$ cat src/rtl/fbr_pkg.sv
package fbr_pkg;
  localparam int N_SRC    = 5;
  localparam int N_FLAG   = 2;
  localparam int LK_CORE  = 0;
  localparam int LK_SRAM1 = 1;
  localparam int LK_VDET  = 2;
  localparam int LK_ECC   = 3;
  localparam int LK_SRAM2 = 4;
  localparam int FL_BASE  = 8;

  // set-only update: a write can raise bits, never lower them
  function automatic logic lock_next(input logic cur, input logic we, input logic wbit);
    return cur | (we & wbit);
  endfunction

  // hardware set has priority over write-1 clear
  function automatic logic flag_next(input logic cur, input logic hit, input logic clr);
    return hit | (cur & ~clr);
  endfunction

  function automatic logic any_routed(input logic [N_SRC-1:0] locks,
                                      input logic [N_SRC-1:0] faults);
    return |(locks & faults);
  endfunction
endpackage

$ cat src/rtl/fbr_lock_bank.sv
module fbr_lock_bank #(
  parameter int N = 5
) (
  input  logic         clk,
  input  logic         rst_n,
  input  logic         set_stb,
  input  logic [N-1:0] set_mask,
  output logic [N-1:0] locks
);
  import fbr_pkg::*;

  for (genvar i = 0; i < N; i++) begin : g_lock
    always_ff @(posedge clk or negedge rst_n) begin
      if (!rst_n) locks[i] <= 1'b0;
      else        locks[i] <= lock_next(locks[i], set_stb, set_mask[i]);
    end

    assert_lock_sticky_R1: assert property (@(posedge clk) disable iff (!rst_n)
      locks[i] |=> locks[i]);
    assert_lock_set_R1: assert property (@(posedge clk) disable iff (!rst_n)
      (set_stb && set_mask[i]) |=> locks[i]);
  end
endmodule

$ cat src/rtl/fbr_flag_pair.sv
module fbr_flag_pair #(
  parameter int N = 2
) (
  input  logic         clk,
  input  logic         rst_n,
  input  logic [N-1:0] hit,
  input  logic [N-1:0] clr,
  output logic [N-1:0] flags
);
  import fbr_pkg::*;

  for (genvar i = 0; i < N; i++) begin : g_flag
    always_ff @(posedge clk or negedge rst_n) begin
      if (!rst_n) flags[i] <= 1'b0;
      else        flags[i] <= flag_next(flags[i], hit[i], clr[i]);
    end

    assert_flag_set_R8: assert property (@(posedge clk) disable iff (!rst_n)
      hit[i] |=> flags[i]);
    assert_flag_clear_R9: assert property (@(posedge clk) disable iff (!rst_n)
      $fell(flags[i]) |-> $past(clr[i] && !hit[i]));
  end
endmodule

$ cat src/rtl/fbr_break_path.sv
module fbr_break_path #(
  parameter int N = 5
) (
  input  logic         clk,
  input  logic         rst_n,
  input  logic [N-1:0] locks,
  input  logic [N-1:0] faults,
  output logic         brk
);
  import fbr_pkg::*;

  logic routed;
  assign routed = any_routed(locks, faults);

  always_ff @(posedge clk or negedge rst_n) begin
    if (!rst_n) brk <= 1'b0;
    else        brk <= routed;
  end

  assert_brk_follows_R11: assert property (@(posedge clk) disable iff (!rst_n)
    routed |=> brk);
  assert_brk_cause_R11: assert property (@(posedge clk) disable iff (!rst_n)
    brk |-> $past(|(locks & faults)));
endmodule

$ cat src/rtl/fbr_route_top.sv
module fbr_route_top #(
  parameter int              ADDR_W   = 4,
  parameter int              DATA_W   = 32,
  parameter logic [ADDR_W-1:0] REG_ADDR = 4'h6
) (
  input  logic              clk,
  input  logic              rst_n,
  input  logic [ADDR_W-1:0] addr,
  input  logic              wr_en,
  input  logic [DATA_W-1:0] wr_data,
  output logic [DATA_W-1:0] rd_data,
  input  logic              sram1_par_err,
  input  logic              sram2_par_err,
  input  logic              ecc_dbl_err,
  input  logic              vdet_irq,
  input  logic              core_lockup,
  output logic              brk_out,
  output logic              pwr_cfg_freeze
);
  import fbr_pkg::*;

  localparam int FL_TOP = FL_BASE + N_FLAG - 1;

  logic              sel;
  logic              wr_hit;
  logic [N_SRC-1:0]  locks;
  logic [N_SRC-1:0]  faults;
  logic [N_FLAG-1:0] flags;
  logic [N_FLAG-1:0] par_hit;
  logic [N_FLAG-1:0] flag_clr;
  logic [DATA_W-1:0] image;

  assign sel    = (addr == REG_ADDR);
  assign wr_hit = sel & wr_en;

  always_comb begin
    faults           = '0;
    faults[LK_CORE]  = core_lockup;
    faults[LK_SRAM1] = sram1_par_err;
    faults[LK_VDET]  = vdet_irq;
    faults[LK_ECC]   = ecc_dbl_err;
    faults[LK_SRAM2] = sram2_par_err;
  end

  assign par_hit  = {sram2_par_err, sram1_par_err};
  assign flag_clr = wr_hit ? wr_data[FL_TOP:FL_BASE] : '0;

  fbr_lock_bank #(.N(N_SRC)) u_locks (
    .clk      (clk),
    .rst_n    (rst_n),
    .set_stb  (wr_hit),
    .set_mask (wr_data[N_SRC-1:0]),
    .locks    (locks)
  );

  fbr_flag_pair #(.N(N_FLAG)) u_flags (
    .clk   (clk),
    .rst_n (rst_n),
    .hit   (par_hit),
    .clr   (flag_clr),
    .flags (flags)
  );

  fbr_break_path #(.N(N_SRC)) u_brk (
    .clk    (clk),
    .rst_n  (rst_n),
    .locks  (locks),
    .faults (faults),
    .brk    (brk_out)
  );

  always_comb begin
    image                     = '0;
    image[N_SRC-1:0]          = locks;
    image[FL_TOP:FL_BASE]     = flags;
  end

  assign rd_data        = sel ? image : '0;
  assign pwr_cfg_freeze = locks[LK_VDET];

  assert_freeze_rise_R6: assert property (@(posedge clk) disable iff (!rst_n)
    $rose(pwr_cfg_freeze) |-> $past(wr_hit && wr_data[LK_VDET]));
  assert_freeze_hold_R6: assert property (@(posedge clk) disable iff (!rst_n)
    pwr_cfg_freeze |=> pwr_cfg_freeze);
  assert_set_wins_R10: assert property (@(posedge clk) disable iff (!rst_n)
    (wr_hit && wr_data[FL_BASE] && sram1_par_err) |=> rd_data[FL_BASE] || !sel);
  assert_other_addr_R12: assert property (@(posedge clk) disable iff (!rst_n)
    !sel |-> (rd_data == '0));
endmodule

$ cat config.mk
export PLATFORM = sky130hd
export DESIGN_NAME = fbr_route_top
export DESIGN_NICKNAME = d
export VERILOG_FILES = /design/src/rtl/fbr_pkg.sv /design/src/rtl/fbr_lock_bank.sv /design/src/rtl/fbr_flag_pair.sv /design/src/rtl/fbr_break_path.sv /design/src/rtl/fbr_route_top.sv
export SDC_FILE = /design/constraint.sdc
export NUM_CORES = 1
export LEC_CHECK = 0
export ABC_AREA = 1
export BUFFER_PORTS_ARGS = -buffer_cell sky130_fd_sc_hd__buf_2
export CAP_MARGIN = 15
export CORE_MARGIN = 3
export CORE_UTILIZATION = 31
export CTS_CLUSTER_DIAMETER = 60
export DETAILED_ROUTE_END_ITERATION = 8
export GPL_TIMING_DRIVEN = 1
export PLACE_DENSITY = 0.81
export SYNTH_ARGS = -nofsm -noshare
export SYNTH_HDL_FRONTEND = slang
export SYNTH_HIERARCHICAL = 1
export SYNTH_SLANG_ARGS = --single-unit
$ cat constraint.sdc
create_clock -name clk -period 0.8 [get_ports clk]
set_input_delay 0.16 -clock clk [delete_from_list [all_inputs] [get_ports clk]]
set_output_delay 0.16 -clock clk [all_outputs]
set_load 0.005 [all_outputs]
==> out/results.ini <==
[grt]
grt_antenna_before_repair = 0
grt-ovfl-total = 0
grt_pass1_vias = 467
grt.total_usage = 0.0997
grt_pass1_wl_um = 1840
grt_max_degree = 9

[critical_path]
cp-startpoint = u_locks/locks[2]$_DFF_PN0_
worst-setup-path-type = reg -> out
start_kind = register
worstPathRequired_ps = 640
endpoint_kind = output port
crit_fanout = 3
reg2reg_from = u_locks/locks[0]$_DFF_PN0_
cp.arrival_ps = 870

[detailed_routing]
wl_per_cell_um = 8.74
drt_iter0_drc = 3
drc = 0
first_pass_iters = 2
ant_nets = 0
vias = 548
vias_per_cell = 3.54
drt_wl_total_um = 1350

[logic_synthesis]
yosysTopAreaCell = dfrtp_1
ys_seq_area_frac = 0.323
synth-compound-area-share = 0
synthMuxAreaShare = 0
synth.distinct_cells = 9
synth_top_family_by_area = buffers and inverters
synth_area_um2 = 621
yosys.area_share.simple = 0.236
yosys_register_bits = 8
avgSynthCellArea_um2 = 6.75
synth_top_cell_area_share = 0.323
synth_xor_area_frac = 0
synth.area.top_cells = dfrtp_1 32%, buf_4 30%, nand2_1 14%
syn_inst = 92
yosys_warnings = 6
synthAdderAreaFrac = 0

[min_path]
hp-start = wr_data[1]
hold_class = in -> reg

[sta]
fmaxAchievable_mhz = 970
fin_skew_ps = 7.42
setup_violations = 12
period_needed_ps = 1030
rsz0062_at_grt = yes
maxSlewViolCount = 0
hold_slack_ps = 100
finalHoldViolCount = 0
setup_tns_ps = -1860
min_period_over_period = 1.29
worst_slack_ps = -231

[cells_and_area]
final_cell_mix = 27 x buf_2, 25 x conb_1, 23 x nand2_1
layout_commonest_cell = buf_2
fin_nets = 176
finalNonFillerCells = 155
num_antenna_cells = 0
area_growth_pct = 27.2
fillCellCount = 202
fin_util = 0.438
drive_gt1_frac = 0.331

[power]
power.leakage_nw = 0.573
vdd_drop_max_mv = 0.564
powerDensity_mw_per_mm2 = 1080

[run_status]
status = finished, violations left
violations = setup timing

[clocking]
cts_buffers = 3
cts_sinks = 8
clockBufferDepth = 2
cts_tree = done
cts.clk_slew.worst_paths_ps = 60
clk_latency_ps = 260
root_buffer = clkbuf_4
cts-htree-levels = 1

[placement]
place_congestion = 0.732
dp_hpwl_um = 999
placed_cells = 143
port_buffers = 27

[floorplanning]
die_h_um = 50.7
start_util = 0.344
dieArea_mm2 = 0.00257
pin_count = 78
die_x_um = 50.7
num_rows = 15
core_mm2 = 0.00180

[job]
maxCapViolCount = 0

[what timing repair did]
item,4_1_cts,5_1_grt
pin swaps,5,2
gates resized for setup,0,4
endpoints found under the setup margin,9,11
hold endpoints to repair,8,0
buffers inserted,6,2
hold buffers,1,0
[area by class of cell]
cell class / count / area (um^2) / share of cell area
timing repair buffer: 36 / 213 / 0.269
clock buffer: 3 / 22.5 / 0.0285
multi-input combinational: 61 / 240 / 0.304
sequential: 8 / 200 / 0.254
tap: 25 / 31.3 / 0.0396
inverter: 22 / 82.6 / 0.105
[worst max-delay path, cell delays in order, from the launching register on]
cell     delay [ps]
dfrtp_1         370
inv_1            60
nor2_1           80
buf_2           110
[cells by family after synthesis]
kind of cell,after synthesis
buffers and inverters,47
DFF,8
other,1
and+or+nand+nor,36
[worst paths after layout]
kind	to	slack [ps]	depth (start not counted)
max in group asynchronous	u_locks/locks[0]$_DFF_PN0_	350	2
min in group asynchronous	u_flags/flags[0]$_DFF_PN0_	280	2
worst min register to register	u_flags/flags[0]$_DFF_PN0_	470	2
worst min-delay path	u_locks/locks[1]$_DFF_PN0_	100	3
worst max register to register	u_brk/brk$_DFF_PN0_	-110	6
worst max-delay path	rd_data[2]	-230	3
[layer usage]
metal / vias to the layer above / track usage / part of all wire
met4: 0 / 0.0538 / 0.0059
met2: 31 / 0.174 / 0.54
li1: 284 / - / -
met1: 231 / 0.0976 / 0.35
met3: 2 / 0.0445 / 0.10
met5: - / 0 / 0
[through the flow]
| stage | worst slack (ps) | power [mW] | cell area, um^2 |
|---|---|---|---|
| CTS | -233 | 0.854 | 767 |
| global route | -279 | 0.907 | 790 |
| global placement | -107 | 0.535 | 689 |
| finish | -231 | 0.851 | 790 |
| floorplan | 68.8 | 0.561 | 711 |
| detailed placement | -141 | 0.538 | 689 |
[cells in the mapped netlist, drive strengths merged]
library cell / number
buf: 25
conb: 1
dfrtp: 8
inv: 22
nand2: 24
nand3: 1
nor2: 11
[registers in the layout, indices dropped and copies added (netlist names)]
name and flops:
u_locks/locks 5, u_flags/flags 2, u_brk/brk 1
[power by group]
| group | internal, mW | total [mW] | switching [mW] |
|---|---|---|---|
| Clock | 0.172 | 0.311 | 0.139 |
| Combinational | 0.0528 | 0.132 | 0.0793 |
| Sequential | 0.407 | 0.408 | 0.000736 |
Note: power is estimated with default switching activity, not from simulation.
